## src/rtl/tx_prio_select.sv

```systemverilog
module tx_prio_select #(
  parameter int NBUF = 3,
  parameter int PW   = 8
) (
  input  logic            clk,
  input  logic            rst_n,
  input  logic [NBUF-1:0] tx_empty,
  input  logic            reg_wr,
  input  logic            reg_addr,
  input  logic [PW-1:0]   reg_wdata,
  output logic [PW-1:0]   reg_rdata,
  output logic            win_valid,
  output logic [NBUF-1:0] win_onehot,
  output logic [(NBUF>1 ? $clog2(NBUF) : 1)-1:0] win_idx
);
  localparam int IW = (NBUF > 1) ? $clog2(NBUF) : 1;
  localparam logic ADDR_SEL  = 1'b0;
  localparam logic ADDR_PRIO = 1'b1;

  logic [PW-1:0]   prio_q [NBUF];
  logic [NBUF-1:0] sel_q;
  logic [NBUF-1:0] sel_eff;
  logic [NBUF-1:0] open_win;
  logic            found;
  logic [IW-1:0]   best_idx;
  logic [PW-1:0]   best_val;

  assign sel_eff  = sel_q & (~sel_q + NBUF'(1));
  assign open_win = sel_eff & tx_empty;

  always_ff @(posedge clk or negedge rst_n) begin
    if (!rst_n)
      sel_q <= '0;
    else if (reg_wr && reg_addr == ADDR_SEL)
      sel_q <= reg_wdata[NBUF-1:0];
  end

  always_ff @(posedge clk) begin
    for (int i = 0; i < NBUF; i++)
      if (reg_wr && reg_addr == ADDR_PRIO && open_win[i])
        prio_q[i] <= reg_wdata;
  end

  always_comb begin
    reg_rdata = '0;
    if (reg_addr == ADDR_SEL)
      reg_rdata[NBUF-1:0] = sel_q;
    else
      for (int i = 0; i < NBUF; i++)
        if (open_win[i]) reg_rdata = prio_q[i];
  end

  always_comb begin
    found    = 1'b0;
    best_idx = '0;
    best_val = '0;
    for (int i = 0; i < NBUF; i++) begin
      if (!tx_empty[i] && (!found || prio_q[i] < best_val)) begin
        found    = 1'b1;
        best_idx = IW'(i);
        best_val = prio_q[i];
      end
    end
  end

  always_ff @(posedge clk or negedge rst_n) begin
    if (!rst_n) begin
      win_valid  <= 1'b0;
      win_onehot <= '0;
      win_idx    <= '0;
    end else begin
      win_valid  <= found;
      win_onehot <= found ? (NBUF'(1) << best_idx) : '0;
      win_idx    <= found ? best_idx : '0;
    end
  end
endmodule

```

## config.mk

```make
export PLATFORM = sky130hd
export DESIGN_NAME = tx_prio_select
export DESIGN_NICKNAME = d
export VERILOG_FILES = /design/src/rtl/tx_prio_select.sv
export SDC_FILE = /design/constraint.sdc
export NUM_CORES = 1
export LEC_CHECK = 0
export BUFFER_PORTS_ARGS = -buffer_cell sky130_fd_sc_hd__buf_4
export CAP_MARGIN = 15
export CORE_AREA = 2 2 66 68
export CTS_CLUSTER_DIAMETER = 150
export DETAILED_ROUTE_END_ITERATION = 7
export DIE_AREA = 0 0 68 70
export SYNTH_ARGS = -nofsm -noshare
export SYNTH_HDL_FRONTEND = slang
export SYNTH_SLANG_ARGS = --single-unit
```

## constraint.sdc

```tcl
create_clock -name clk -period 4.25 [get_ports clk]
set_clock_uncertainty 0.2 [all_clocks]
set_input_delay 0.85 -clock clk [delete_from_list [all_inputs] [get_ports clk]]
set_output_delay 0.85 -clock clk [all_outputs]
set_load 0.02 [all_outputs]
```

==> metrics, run 1 <==
area share of the largest cell type after synthesis 40.4%; worst reg2reg path depth 14; Syn Std Cell Area 0.00178 sq mm; YS warnings 0; Setup WS post-layout 429 ps; Area contributors post-synth edfxtp_1 40%, dfrtp_1 11%, ha_1 9.8%; Tightest Pin Transition 537 ps; critical path fanouts, max 14; Antenna Nets Post-Route 0; Worst-Skew Late Latency 280 ps; Setup Fix Bufs, Post-CTS 0; clock-pin slew on the worst setup and hold paths 70 ps; CP max stage cell a2111oi_4; first-pass GRT wire length 6.84 mm; GPL Wtd Cong 0.836; Synth Instances 148; CTS max path bufs 2; # DRC 0; CP startpoint kind input port; Nets 208; hpwl dp 3.06 mm; placed instance count 224; CTS sink count 32; post-cts repair resize count 0; Die Ht 70 microns; Yosys reg bits 32; Peak VDD IR 0.000208 V; via count 1324; Worst EP arrival 3840 ps; vias in the first global route 1414; CP peak stage delay 380 ps; asr flop ratio synth 25.0%; number of antenna violations at the first check in global routing 0; CP Data Required Time 4270 ps; Global Route Usage Sum 19.8%; fmax 262 MHz; top cells by count, synth 24 x edfxtp_1, 14 x ha_1, 13 x nor2_1; critical path endpoint category flip-flop; DIE AREA 0.00476 sq mm; Setup Total Neg Slack 0 ps; syn nets 177; H-tree levels 2; Pleak 0.835 nW; area grow syn2layout 20.9%; CP Class input port to flip-flop; most instantiated library cell after synthesis edfxtp_1; count of final setup violators 0; wire length per cell 17.9 microns; final hold violation count 0; Non-Filler Instances 232; Num CTS Buffers 5; post-layout util 52.0%; DR pass1 iterations 4; CP cell instances buf_4 -> nand2b_1 -> ha_1 -> a211oi_1 -> o21ai_1 -> o221ai_4 -> buf_4 -> nor2_1 -> a21oi_1 -> ha_1 -> a21oi_1 -> nand2_1 -> a2111oi_4 -> and4bb_1 -> o21ai_2; Core Region 0.00414 sq mm; crit path time final 3820 ps; status finished clean; vias per std cell 5.71; RSZ-0062 raised after global routing no; largest net degree at the start of global routing 16; antenna fix cells 0; pwr dens 369 mW/mm^2; Die Wd 68 microns; I/O pin total 29; worst hold path type input port to asynchronous set/reset pin; DP Worst Slack 138 ps; Max Slew Vio Count 0; layout cells sized above 1 30.6%; Netlist cell types 39; TritonCTS clock tree done; share of the clock period used by the worst path 89.9%; post-synth top area cell edfxtp_1; Seq/Total Area, Yosys 51.7%; most common flop cell mapped by yosys edfxtp_1; FP Rows 24; grt total ovfl 0; Initial Util 43.0%; Worst slew margin 64.2%; hold_buf cts 0; Routed Wire Length 4.16 mm; port bufs 28; initial DRC count 77; CTS root buffer clkbuf_8; # Max-Cap Violations 0; Post-synth EDFFs 24; synthesized area per cell 12.0 sq um
-- worst max-delay path, delay by kind of cell --
kind	cells	cell delay [ps]
AND/OR/NAND/NOR	4	640
adder cells (fa/ha/maj)	2	570
buffers and inverters	2	340
AO/OA/AOI/OAI	7	1420
-- path summary, 6_finish.rpt --
kind	from	end	slack, ps
min in group clk	sel_q[2]	sel_q[2]	380
max in group asynchronous	rst_n	sel_q[2]	3550
worst min-delay path	rst_n	win_valid	170
worst max-delay path	tx_empty[0]	win_onehot[2]	430
worst max register to register	prio_q[0][5]	win_onehot[2]	850
worst min register to register	sel_q[2]	sel_q[2]	380
-- layout make-up --
cell class,count,area (sq um)
clock inverters,3,42.5
inverters,2,7.51
repair buffers,31,233
flip-flops and latches,32,921
fillers,371,1990
well taps,52,65.1
multi-input cells,107,816
clock buffers,5,68.8
-- layout by cell type, fill, tap and decap left out, drive strengths merged, types with 2 or more instances in the layout --
cell type	count
mux2	3
a211oi	2
ha	14
nor2	13
dfrtp	8
a222oi	5
nand2b	8
edfxtp	24
and3	4
nor2b	6
clkbuf	5
o21ai	8
a21oi	11
nor3	2
a41oi	3
nand3	2
inv	2
nand2	12
buf	31
-- through the flow --
stage / hold WS [ps] / power (mW) / area [sq um]
after floorplan: 297 / 0.453 / 1780
after global placement: 339 / 0.504 / 2040
after detailed placement: 361 / 0.507 / 2040
after CTS: 165 / 0.799 / 2150
after global routing: 165 / 0.831 / 2150
final: 167 / 0.794 / 2150
-- state kept, by name (all words and copies together) (netlist names) --
signal and flops:
prio_q 24, sel_q 3, win_idx 1, win_onehot 3, win_valid 1
-- logic make-up (layout without fill, tap and decap cells) --
kind of cell	count (synthesis)	in the layout	share of synthesized area, %
compound gates	35	35	17.0
simple gates	55	55	17.1
buf+inv	9	41	2.53
fa+ha+maj	14	14	9.83
mux	3	3	1.90
flops	32	32	51.7
-- where the power goes --
part / switching, mW / internal [mW]
sequential: 0.00973 / 0.351
combinational: 0.0777 / 0.0620
clock: 0.120 / 0.173
total: 0.208 / 0.586
-- routing by layer --
metal  vias to the layer above  part of all wire, %  routed length [microns]  global-route usage [%]
met2                        36                   49                     2020                    30.5
met1                       645                   44                     1840                    26.1
met3                        11                  4.6                      190                    3.70
met5                         -                    0                        0                       0
li1                        632                    -                        -                       -
met4                         0                  2.6                      110                    9.78
Power figures use the tool's default switching activity.
==> run 2, diff against run 1 <==
Settings changed: BUFFER_PORTS_ARGS -buffer_cell sky130_fd_sc_hd__buf_4 to -buffer_cell sky130_fd_sc_hd__buf_2.
==> run 2 against run 1 <==
Net effect: sequential share of layout area up 1.9 points; register-to-register slack worse by 120 ps; combinational power down 6%; hold slack better by 27 ps; critical endpoint unchanged; highest routed layer unchanged.
==> metrics, run 2 (same netlist as run 1, synthesis figures left out) <==
status finished clean; Tightest Pin Transition 485 ps (-52.4 ps); Worst EP arrival 4000 ps (+160 ps); Pleak 0.808 nW (-3.3%); Crit Reg-Reg Startpoint prio_q[0][13]; fmax 251 MHz (-4.2%); Num CTS Buffers 5 (unchanged); I/O pin total 29 (unchanged); post-layout util 49.8% (-2.2 points); wire length per cell 17.4 microns (-2.8%); CTS max path bufs 2 (unchanged); flop2flop setup slack 730 ps (-120 ps); CP Data Required Time 4260 ps (about the same); DIE AREA 0.00476 sq mm (unchanged); crit path time final 3990 ps (+169 ps); critical path fanouts, max 12 (-2); Area after DPL 0.00198 sq mm (-2.8%); Core Region 0.00414 sq mm (unchanged); Worst slew margin 67.7% (+3.5 points); RSZ-0062 raised after global routing no; Setup Fix Bufs, Post-CTS 0 (unchanged); port bufs 28 (unchanged); hold_buf cts 0 (unchanged); Initial Util 43.0% (unchanged); DR pass1 iterations 5 (+1); GPL Wtd Cong 0.827 (-1.0%); initial DRC count 67 (-13%); largest net degree at the start of global routing 16 (unchanged); area grow syn2layout 15.7%; CP max stage cell a2111oi_4; P_int 0.515 mW (-12%); hpwl dp 2.98 mm (-2.7%); Max Slew Vio Count 0 (unchanged); Final Cell Area 0.00206 sq mm (-4.2%); number of antenna violations at the first check in global routing 0 (unchanged); TritonCTS clock tree done; antenna fix cells 0 (unchanged); sequential power share 51.1% (+5.7 points); CP Class input port to flip-flop; count of final setup violators 0 (unchanged); Logic pwr share 18.6% (+1.0 points); commonest non-fill, non-tap cell in the layout buf_2; critical path endpoint category flip-flop; clock-pin slew on the worst setup and hold paths 60 ps (about the same); placed instance count 224 (unchanged); # Max-Cap Violations 0 (unchanged); pwr dens 342 mW/mm^2 (-7.4%); CTS root buffer clkbuf_8; Die Wd 68 microns (unchanged); Regs by FF count prio_q: 24 flops, sel_q: 3 flops, win_onehot: 3 flops; Global Route Usage Sum 18.8% (-0.95 points); commonest cells after routing, fill and taps aside 28 x buf_2, 24 x edfxtp_1, 14 x ha_1; Antenna Nets Post-Route 0 (unchanged); vias per std cell 5.55 (-2.8%); Peak VDD IR 0.000168 V (-19%); Die Ht 70 microns (unchanged); Clock power frac 30.3% (-6.7 points); FP Rows 24 (unchanged); final hold violation count 0 (unchanged); Setup Total Neg Slack 0 ps (unchanged); Non-Filler Instances 231 (-0.43%); Nets 208 (unchanged); post-cts repair resize count 0 (unchanged); layout cells sized above 1 29.6% (-0.95 points); CTS sink count 32 (unchanged); first-pass GRT wire length 6.47 mm (-5.4%); Setup WS post-layout 261 ps (-169 ps); worst hold path type input port to asynchronous set/reset pin; Biggest register prio_q; H-tree levels 2 (unchanged); via count 1282 (-3.2%); vias in the first global route 1323 (-6.4%); grt total ovfl 0 (unchanged); switching share of power 26.9% (+0.76 points); CP startpoint kind input port; Worst-Skew Late Latency 280 ps (about the same); share of the clock period used by the worst path 93.9% (+4.0 points); flip-flop count of the largest register after layout 24 (unchanged); Routed Wire Length 4.03 mm (-3.2%); Setup crit start tx_empty[0]; DP Worst Slack 54.2 ps (-84.0 ps); Setup crit end win_onehot[2]; CP cell instances buf_2 -> nand2b_1 -> ha_1 -> a211oi_1 -> o21ai_1 -> o221ai_4 -> buf_12 -> nor2_1 -> a21oi_1 -> ha_1 -> a21oi_1 -> nand2_1 -> a2111oi_4 -> and4bb_1 -> o21ai_2; CP peak stage delay 390 ps (about the same); # DRC 0 (unchanged); Reg-to-Reg End win_onehot[2]; P_sw 0.189 mW (-8.7%); worst reg2reg path depth 13 (-1)
run 2: cell count changes in the layout (fill, tap and decap cells not counted):
cell,change
bufinv_16,-1
buf_2,+28
clkbuf_1,+1
clkinvlp_4,-1
buf_4,-29
buf_12,+1
run 2: routing by layer:
layer / part of all wire, % / vias up / track usage [%] / wire length [microns]
li1: - / 628 / - / -
met1: 44 / 617 / 24.2 / 1770
met2: 50 / 32 / 29.8 / 2010
met3: 4.9 / 5 / 4.03 / 198
met4: 1.2 / 0 / 8.67 / 50
met5: 0 / - / 0 / 0
run 2: through the flow:
| stage | hold slack [ps] | power [mW] |
|---|---|---|
| finish | 194 | 0.704 |
| global placement | 372 | 0.495 |
| floorplan | 297 | 0.453 |
| CTS | 196 | 0.712 |
| global route | 206 | 0.741 |
| detailed placement | 351 | 0.497 |
run 2: area by class of cell:
class / count / area (sq um)
Fill cell: 379 / 2080
Sequential cell: 32 / 921
Multi-Input combinational cell: 107 / 816
Timing Repair Buffer: 31 / 175
Clock buffer: 6 / 72.6
Tap cell: 52 / 65.1
Inverter: 2 / 7.51
Clock inverter: 1 / 5.00
run 2: critical path, delay by kind of cell:
family,cells,cell delay (ps)
AOI/OAI and AO/OA,7,1560
and+or+nand+nor,4,670
adders and majority gates,2,590
buffers and inverters,2,340
run 2: how the worst min path moves through the flow:
stage	to	depth (start not counted)
floorplan	sel_q[2]	1
global placement	sel_q[2]	1
detailed placement	sel_q[2]	1
CTS	win_idx[1]	1
global route	win_idx[1]	1
finish	win_idx[1]	1
run 2: power groups by stage:
stage               logic, mW  clock network (mW)  registers, mW
floorplan              0.0826                   0          0.370
global placement        0.129                   0          0.367
detailed placement      0.131                   0          0.366
CTS                     0.132               0.220          0.360
global route            0.143               0.236          0.362
finish                  0.131               0.214          0.360
==> run 3, diff against run 2 <==
Settings changed: ABC_AREA set to 1, CORE_AREA 2 2 66 68 to 2 2 65 67, DIE_AREA 0 0 68 70 to 0 0 67 69, HOLD_SLACK_MARGIN set to 0.03, MAX_ROUTING_LAYER set to met4.
==> run 3 against run 2 <==
Net effect: die area is 2.9% lower; combinational power is 15% lower; sequential cell count stayed put; synthesized cell count is 16% higher; critical path depth is 3 higher; register-to-register slack better by 740 ps; power is 0.24% lower; count of clock-buffer cells in the layout is 1 higher.
==> metrics, run 3 <==
Global Route Usage Sum 18.7% (-0.14 points); Worst slew margin 43.0% (-25 points); area grow syn2layout 16.4%; synthesized area per cell 9.91 sq um (-18%); flip-flop count of the largest register after layout 24 (unchanged); top cells by count, synth 50 x nand2_1, 24 x edfxtp_1, 14 x ha_1; most common flop cell mapped by yosys edfxtp_1; CP Class input port to flip-flop; area share of the largest cell type after synthesis 42.5% (+2.1 points); DP Worst Slack 682 ps (+627 ps); DIE AREA 0.00462 sq mm (-2.9%); hpwl dp 2.85 mm (-4.3%); Post-synth EDFFs 24 (unchanged); Non-Filler Instances 254 (+10%); CP startpoint kind input port; Die Ht 69 microns (-1.4%); # DRC 0 (unchanged); Antenna Nets Post-Route 0 (unchanged); Tightest Pin Transition 851 ps (+367 ps); first-pass GRT wire length 6.23 mm (-3.7%); status finished clean; antenna fix cells 0 (unchanged); Clock power frac 33.2% (+2.9 points); layout cells sized above 1 22.1% (-7.6 points); Initial Util 43.3% (+0.32 points); Setup Fix Bufs, Post-CTS 0 (unchanged); vias per std cell 5.24 (-5.6%); CTS max path bufs 2 (unchanged); flop2flop setup slack 1470 ps (+740 ps); Biggest register prio_q; grt total ovfl 0 (unchanged); vias in the first global route 1316 (-0.53%); Worst EP arrival 3240 ps (-760 ps); Pleak 0.867 nW (+7.3%); Die Wd 67 microns (-1.5%); initial DRC count 59 (-12%); asr flop ratio synth 25.0% (unchanged); main combinational cell family by area after synthesis simple AND/OR/NAND/NOR gates; number of antenna violations at the first check in global routing 0 (unchanged); # Max-Cap Violations 0 (unchanged); Setup Total Neg Slack 0 ps (unchanged); Crit Reg-Reg Startpoint prio_q[0][15]; P_sw 0.184 mW (-3.0%); commonest non-fill, non-tap cell in the layout nand2_1; Setup crit end win_onehot[1]; mux contribution to synthesized area 1.99% (+0.097 points); fmax 305 MHz (+22%); FP Rows 23 (-4.2%); Setup crit start tx_empty[0]; TritonCTS clock tree done; DR pass1 iterations 4 (-1); CTS sink count 32 (unchanged); Logic pwr share 15.7% (-2.9 points); crit path time final 3280 ps (-714 ps); Synth Instances 171 (+16%); clock-pin slew on the worst setup and hold paths 60 ps (about the same); Seq/Total Area, Yosys 54.3% (+2.6 points); count of final setup violators 0 (unchanged); commonest cells after routing, fill and taps aside 50 x nand2_1, 28 x buf_2, 24 x edfxtp_1; share of the clock period used by the worst path 77.1% (-17 points); Core Region 0.00391 sq mm (-5.6%); post-layout util 50.4% (+0.66 points); sequential power share 51.0% (about the same); Post-Synth XOR/XNOR Area 0% (unchanged); post-synth top area cell edfxtp_1; port bufs 28 (unchanged); YS warnings 0 (unchanged); Area contributors post-synth edfxtp_1 43%, dfrtp_1 12%, nand2_1 11%; pwr dens 356 mW/mm^2 (+4.2%); final hold violation count 0 (unchanged); switching share of power 26.1% (-0.75 points); P_int 0.519 mW (+0.78%); I/O pin total 29 (unchanged); Num CTS Buffers 5 (unchanged); post-synthesis simple-gate area fraction 17.6% (+0.57 points); critical path endpoint category flip-flop; worst reg2reg path depth 15 (+2); CP Data Required Time 4210 ps (-50 ps); placed instance count 246 (+9.8%); largest net degree at the start of global routing 18 (+2); critical path fanouts, max 17 (+5); wire length per cell 14.7 microns (-16%); most instantiated library cell after synthesis nand2_1; worst hold path type input port to asynchronous set/reset pin; H-tree levels 2 (unchanged); Syn Std Cell Area 0.00170 sq mm (-4.8%); RSZ-0062 raised after global routing no; fraction of the mapped netlist area in adder cells 10.3% (+0.50 points); syn nets 200 (+13%); final total power 0.703 mW (-0.24%); via count 1331 (+3.8%); Setup WS post-layout 974 ps (+714 ps); Worst-Skew Late Latency 280 ps (about the same); Routed Wire Length 3.73 mm (-7.5%); Nets 232 (+12%); Reg-to-Reg End win_onehot[1]; Regs by FF count prio_q: 24 flops, sel_q: 3 flops, win_onehot: 3 flops; Netlist cell types 22 (-44%); post-cts repair resize count 0 (unchanged); Peak VDD IR 0.000194 V (+15%); CTS root buffer clkbuf_8; hold_buf cts 0 (unchanged); compound-gate portion of the synthesized area 12.0% (-5.0 points); Max Slew Vio Count 0 (unchanged); GPL Wtd Cong 0.885 (+6.9%); Yosys reg bits 32 (unchanged)
[run 3: changes by cell type after synthesis, sizes merged, moves of 4 or more]
cell / delta
nand2: +43
inv: +11
nand2b: -8
nor2b: -6
a222oi: -5
and3: -4
o21ai: +4
[run 3: stage by stage]
stage          hold WS, ps  cell area [sq um]
4_1_cts                211               1970
2_1_floorplan          303               1700
6_report               209               1970
3_5_place_dp           346               1880
5_1_grt                210               1970
3_3_place_gp           333               1880
[run 3: critical path, stage by stage]
cell,delay [ps]
buf_2,130
inv_2,160
nand2_1,110
ha_1,330
a21oi_1,160
o21a_1,130
nand2_1,60
nand2_2,80
nand2_4,110
nand2_1,70
o21ai_0,70
ha_1,300
a21oi_1,150
nor2_1,60
a211oi_1,210
nand2_2,110
nand2_2,70
a21oi_1,60
[run 3: per-layer routing]
layer | vias up | wire length, microns | share of wire (%) | track usage [%]
met5 | - | 0 | 0 | -
met4 | 0 | 74 | 2.0 | 7.48
met3 | 7 | 222 | 6.0 | 5.22
met2 | 42 | 1760 | 47 | 27.5
met1 | 627 | 1670 | 45 | 24.1
li1 | 655 | - | - | -
[run 3: worst min path at each step]
stage | to | slack (ps) | cells past startpoint
6_report | sel_q[1] | 210 | 1
5_1_grt | sel_q[0] | 210 | 1
4_1_cts | sel_q[1] | 210 | 1
3_5_place_dp | sel_q[2] | 350 | 1
3_3_place_gp | sel_q[2] | 330 | 1
2_1_floorplan | sel_q[2] | 300 | 1
[run 3: area by class of cell]
cell class | instances | area (sq um)
Clock buffer | 7 | 86.3
Clock inverter | 1 | 3.75
Fill cell | 384 | 1940
Inverter | 13 | 48.8
Multi-Input combinational cell | 123 | 711
Sequential cell | 32 | 921
Tap cell | 50 | 62.6
Timing Repair Buffer | 28 | 140
[run 3: cell families (layout without fill, tap and decap cells)]
logic type,count (synthesis),in the layout
AND/OR/NAND/NOR,71,71
AO/OA/AOI/OAI,35,35
flip-flops,32,32
buffers and inverters,16,49
adder cells (fa/ha/maj),14,14
multiplexers,3,3
[run 3: power groups by stage]
stage / Sequential [mW] / Clock, mW / Combinational (mW)
finish: 0.358 / 0.234 / 0.111
detailed placement: 0.365 / 0 / 0.111
global route: 0.359 / 0.259 / 0.126
CTS: 0.358 / 0.240 / 0.111
floorplan: 0.367 / 0 / 0.0702
global placement: 0.365 / 0 / 0.108
